### config.mk
export PLATFORM = sky130hd
export DESIGN_NAME = regport_top
export DESIGN_NICKNAME = d
export VERILOG_FILES = /design/src/rtl/regport_pkg.sv /design/src/rtl/regport_sync.sv /design/src/rtl/regport_ctrl.sv /design/src/rtl/regport_top.sv
export SDC_FILE = /design/constraint.sdc
export NUM_CORES = 1
export LEC_CHECK = 0
export ABC_AREA = 1
export CORE_ASPECT_RATIO = 0.75
export CORE_UTILIZATION = 30
export DETAILED_ROUTE_END_ITERATION = 10
export GPL_ROUTABILITY_DRIVEN = 1
export HOLD_SLACK_MARGIN = 0.1
export SYNTH_ARGS = -nofsm -noshare
export SYNTH_HDL_FRONTEND = slang
export SYNTH_HIERARCHICAL = 1
export SYNTH_SLANG_ARGS = --single-unit
### constraint.sdc
create_clock -name clk -period 1.6 [get_ports clk]
set_input_delay 0.32 -clock clk [delete_from_list [all_inputs] [get_ports clk]]
set_output_delay 0.32 -clock clk [all_outputs]
set_load 0.03 [all_outputs]
### src/rtl/regport_pkg.sv
package regport_pkg;
  localparam int unsigned BYTE_W = 8;
  localparam int unsigned CNT_W  = $clog2(BYTE_W);

  typedef enum logic [2:0] {
    ST_IDLE,
    ST_DEVICE,
    ST_POINTER,
    ST_WRITE,
    ST_READ,
    ST_IGNORE
  } port_state_e;
endpackage

### src/rtl/regport_sync.sv
module regport_sync #(
  parameter int unsigned WIDTH  = 3,
  parameter int unsigned STAGES = 2,
  parameter logic [WIDTH-1:0] RST_VAL = '0
) (
  input  logic             clk,
  input  logic             rst_n,
  input  logic [WIDTH-1:0] async_i,
  output logic [WIDTH-1:0] sync_o
);
  logic [WIDTH-1:0] chain [STAGES];

  for (genvar s = 0; s < STAGES; s++) begin : g_stage
    always_ff @(posedge clk or negedge rst_n) begin
      if (!rst_n) chain[s] <= RST_VAL;
      else if (s == 0) chain[s] <= async_i;
      else chain[s] <= chain[(s == 0) ? 0 : s-1];
    end
  end

  assign sync_o = chain[STAGES-1];
endmodule

### src/rtl/regport_ctrl.sv
module regport_ctrl
  import regport_pkg::*;
#(
  parameter int unsigned AW = 7,
  parameter logic [6:0]  DEV_ADDR = 7'h12
) (
  input  logic          clk,
  input  logic          rst_n,
  input  logic          cs_n_s,
  input  logic          sck_s,
  input  logic          sdi_s,
  input  logic [7:0]    rd_data,
  output logic [AW-1:0] rd_addr,
  output logic          wr_valid,
  output logic [AW-1:0] wr_addr,
  output logic [7:0]    wr_data,
  output logic          sdo,
  output logic          sdo_oe
);
  port_state_e        state;
  logic               sck_q;
  logic [CNT_W-1:0]   bit_cnt;
  logic [BYTE_W-2:0]  in_sh;
  logic [BYTE_W-1:0]  out_sh;
  logic [AW-1:0]      ptr;
  logic               inc;
  logic               oe_q;

  logic               rise, fall, byte_done;
  logic [BYTE_W-1:0]  byte_in;

  assign rise      = sck_s & ~sck_q & ~cs_n_s;
  assign fall      = ~sck_s & sck_q & ~cs_n_s;
  assign byte_done = rise && (bit_cnt == CNT_W'(BYTE_W-1));
  assign byte_in   = {in_sh, sdi_s};

  always_ff @(posedge clk or negedge rst_n) begin
    if (!rst_n) begin
      state    <= ST_IDLE;
      sck_q    <= 1'b0;
      bit_cnt  <= '0;
      in_sh    <= '0;
      out_sh   <= '0;
      ptr      <= '0;
      inc      <= 1'b0;
      oe_q     <= 1'b0;
      wr_valid <= 1'b0;
      wr_addr  <= '0;
      wr_data  <= '0;
    end else begin
      sck_q    <= sck_s;
      wr_valid <= 1'b0;
      if (cs_n_s) begin
        state   <= ST_IDLE;
        bit_cnt <= '0;
        oe_q    <= 1'b0;
      end else begin
        if (state == ST_IDLE) state <= ST_DEVICE;
        if (rise) begin
          bit_cnt <= bit_cnt + 1'b1;
          in_sh   <= {in_sh[BYTE_W-3:0], sdi_s};
        end
        if (byte_done) begin
          unique case (state)
            ST_DEVICE: begin
              if (byte_in[7:1] != DEV_ADDR) state <= ST_IGNORE;
              else if (byte_in[0])         state <= ST_READ;
              else                         state <= ST_POINTER;
            end
            ST_POINTER: begin
              ptr   <= byte_in[AW-1:0];
              inc   <= byte_in[7];
              state <= ST_WRITE;
            end
            ST_WRITE: begin
              wr_valid <= 1'b1;
              wr_addr  <= ptr;
              wr_data  <= byte_in;
              if (inc) ptr <= ptr + 1'b1;
            end
            ST_READ: begin
              if (inc) ptr <= ptr + 1'b1;
            end
            default: ;
          endcase
        end
        if (fall && state == ST_READ) begin
          if (bit_cnt == '0) begin
            out_sh <= rd_data;
            oe_q   <= 1'b1;
          end else begin
            out_sh <= {out_sh[BYTE_W-2:0], 1'b0};
          end
        end
      end
    end
  end

  assign rd_addr = ptr;
  assign sdo     = out_sh[BYTE_W-1];
  assign sdo_oe  = oe_q;


  oe_drop_chk: assert property (@(posedge clk) disable iff (!rst_n)
    cs_n_s |=> !sdo_oe);

  ignore_quiet_chk: assert property (@(posedge clk) disable iff (!rst_n)
    (state == ST_IGNORE) |-> (!sdo_oe && !wr_valid));

  write_from_data_chk: assert property (@(posedge clk) disable iff (!rst_n)
    wr_valid |-> ($past(state) == ST_WRITE && $past(byte_done)));

  ptr_step_chk: assert property (@(posedge clk) disable iff (!rst_n)
    (byte_done && inc && (state == ST_READ || state == ST_WRITE))
      |=> (ptr == AW'($past(ptr) + 1'b1)));

  ptr_hold_chk: assert property (@(posedge clk) disable iff (!rst_n)
    (byte_done && !inc && (state == ST_READ || state == ST_WRITE)) |=> $stable(ptr));

  ptr_no_abort_chk: assert property (@(posedge clk) disable iff (!rst_n)
    cs_n_s |=> $stable(ptr));
endmodule

### src/rtl/regport_top.sv
module regport_top #(
  parameter int unsigned AW = 7,
  parameter logic [6:0]  DEV_ADDR = 7'h12
) (
  input  logic          clk,
  input  logic          rst_n,
  input  logic          cs_n,
  input  logic          sck,
  input  logic          sdi,
  output logic          sdo,
  output logic          sdo_oe,
  output logic [AW-1:0] reg_rd_addr,
  input  logic [7:0]    reg_rd_data,
  output logic          reg_wr_valid,
  output logic [AW-1:0] reg_wr_addr,
  output logic [7:0]    reg_wr_data
);
  localparam int unsigned PIN_N = 3;
  logic [PIN_N-1:0] pins_s;

  regport_sync #(.WIDTH(PIN_N), .STAGES(2), .RST_VAL(3'b100)) sync_i (
    .clk    (clk),
    .rst_n  (rst_n),
    .async_i({cs_n, sck, sdi}),
    .sync_o (pins_s)
  );

  regport_ctrl #(.AW(AW), .DEV_ADDR(DEV_ADDR)) ctrl_i (
    .clk     (clk),
    .rst_n   (rst_n),
    .cs_n_s  (pins_s[2]),
    .sck_s   (pins_s[1]),
    .sdi_s   (pins_s[0]),
    .rd_data (reg_rd_data),
    .rd_addr (reg_rd_addr),
    .wr_valid(reg_wr_valid),
    .wr_addr (reg_wr_addr),
    .wr_data (reg_wr_data),
    .sdo     (sdo),
    .sdo_oe  (sdo_oe)
  );
endmodule

==> qor.txt <==
outcome = completed
vias per cell = 4.44
Hold Path Depth = 0
clock buffer depth = 2
Final min period = 1.51 ns
worst path required time = 1.28 ns
Gate Count Post-Synth = 266
Post-synth top cells = 84 x nand2_1, 51 x dfrtp_1, 25 x inv_1, 22 x nand3_1, 22 x o21ai_0
Setup TNS Final = 0 ns
yosys warns = 6
Crit-path slowest cell = dfrtp_1
overall routing resource usage = 0.127
hold_sp = sync_i/chain[4]
Slew Limit Headroom = 0.673
EDFF count, synth = 0
part of the Yosys area used for sequential elements = 0.542
Core ar. = 7920 um^2
CP startpoint = ctrl_i/rd_addr[4]
HPWL Detailed = 3610 um
initial antenna violation count = 0
Setup Viol. Count Final = 0
MaxCap Viol Count = 0
Starting Density = 0.310
clk slew on worst S/H paths = 0.10 ns
Cell Area, Synth = 2450 um^2
post-route cell area = 3090 um^2
worst min path class = flop to flop
Remaining DRCs = 0
ranking of synthesized cells by area = dfrtp_1 52%, nand2_1 13%, nand3_1 4.5%
CP delay by family, top = flip-flops
Critical Path AT = 1.19 ns
Slew @ Worst Pin = 0.490 ns
nets@finish = 330
area grow syn2layout = 25.9%
largest net degree at the start of global routing = 27
Bufs and invs on worst path = 1
global-route wire length before repair = 8490 um
# diodes = 0
Tot Pwr = 0.00259 W
VDD IR-drop max = 0.408 mV
Pleak = 1.61 nW
pwr dens = 837 nW/um^2
Yosys top cell area share = 0.520
worst slack at placement = 0.0898 ns
max incr delay on CP = 0.47 ns
die width = 106 um
fillcell total = 842
fraction of layout cells with a size suffix above 1 = 0.140
R2R depth = 8
Clock Skews = 0.0163 ns
most instantiated library cell after synthesis = nand2_1
Rows = 28
crit end category = output port
total grt overflow = 0
register bit count reported by yosys = 53
placed cell areas = 2990 um^2
io pins = 38
fraction of registers with async set/reset = 1.00
IO Port Bufs = 37
Worst Setup Start Kind = flop
root buffer cell = clkbuf_8
RSZ-0062 raised after global routing = false
wire per inst = 11.9 um
Setup CP Type = flop to output port
routability cong. = 0.842
syn avg cell area = 9.22 um^2
H-tree depth = 2
vias in the first global route = 1749
CP cell instances = dlygate4sd2_1
syn nets = 283
TritonRoute pass-1 iters = 4
Die Area = 8550 um^2
reg2reg start = ctrl_i/bit_cnt[0]
Vias = 1861
Hold WS = 0.358 ns
final hold violations = 0
top_reg_cell synth = dfrtp_1
final wirelength = 5000 um
library cells used by synthesis = 27
final number of max-transition violations = 0
Detail Route Antenna Nets = 0
TritonCTS clock tree = built
DR iter-0 viols = 119
die outline height = 80.3 um
max frequency = 0.661 GHz
top cell type by total area after synthesis = dfrtp_1
critical path depth = 1
clock net sink count = 53
final worst-path cycle share = 0.946
Final WS setup = 0.0869 ns
clock buffer count from CTS = 5
clock latency reported for the late side of the worst-skew pair = 0.30 ns
CP max FO = 6
==> through the flow <==
stage                     utilization  instances
after detailed placement        0.377        410
after floorplan                     -        266
after global routing            0.390        419
after CTS                       0.388        419
final                           0.390        419
after global placement          0.377        410
==> per-layer routing <==
metal / global-route usage / wire length, um / vias up
li1: - / - / 951
met5: 0 / 0 / -
met4: 0.0370 / 33 / 0
met3: 0.0260 / 214 / 2
met1: 0.187 / 2610 / 871
met2: 0.186 / 2140 / 37
==> state kept, by name, summed over array words and instances, names as in the netlist, 3 cells and up <==
register and count:
ctrl_i/wr_addr 7, ctrl_i/bit_cnt 3, sync_i/chain 3, ctrl_i/in_sh 7
ctrl_i/rd_addr 7, ctrl_i/wr_data 8, ctrl_i/out_sh 8, ctrl_i/state 3
sync_i/sync_o 3
==> timing repair <==
item / 4_1_cts / 5_1_grt
setup endpoints to repair: 25 / 17
pin swaps: 0 / 1
setup buffers: 0 / 0
hold endpoints to repair: 17 / 0
hold buffers: 1 / 0
resized for setup: 25 / 2
==> layout make-up <==
cell class | count | area, um^2 | share of cell area
inverter | 29 | 110 | 0.0356
tap | 105 | 131 | 0.0425
clock buffer | 6 | 72.6 | 0.0235
timing repair buffer | 48 | 444 | 0.144
clock inverter | 2 | 38.8 | 0.0126
sequential | 53 | 1330 | 0.430
multi-input combinational | 176 | 963 | 0.312
==> placed cells by master, fill, tap and decap left out, types with 7 or more instances in the layout <==
cell type         n
buf_4             8
clkdlybuf4s50_1  11
dfrtp_1          51
dlygate4sd2_1    25
inv_1            25
mux2i_1           7
nand2_1          84
nand3_1          22
nor2_1            8
o21ai_0          22
o21ai_2          12
==> cell families (layout without fill, tap and decap cells) <==
logic type               Yosys count  count (layout)  synth area share
AND/OR/NAND/NOR                  124             124             0.232
adder cells (fa/ha/maj)            4               4            0.0204
XOR/XNOR                           1               1           0.00357
flip-flops                        53              53             0.542
AO/OA/AOI/OAI                     40              40             0.102
multiplexers                       7               7            0.0286
buffers and inverters             37              85            0.0714
==> power breakdown <==
group / total [W] / internal (W) / switching (W)
Sequential: 0.00143 / 0.00139 / 0.0000410
Combinational: 0.000250 / 0.0000934 / 0.000157
Clock: 0.000904 / 0.000470 / 0.000434
Total: 0.00259 / 0.00196 / 0.000631
==> path summary, 6_finish.rpt <==
path,to,slack [ns]
worst max register to register,ctrl_i/wr_data[1],0.14
worst max-delay path,reg_rd_addr[4],0.09
worst min register to register,sync_i/sync_o[1],0.36
min in group asynchronous,ctrl_i/out_sh[2],0.50
max in group asynchronous,ctrl_i/in_sh[1],0.57
worst min-delay path,sync_i/sync_o[1],0.36
No activity file was read; power rests on OpenSTA's default activity.
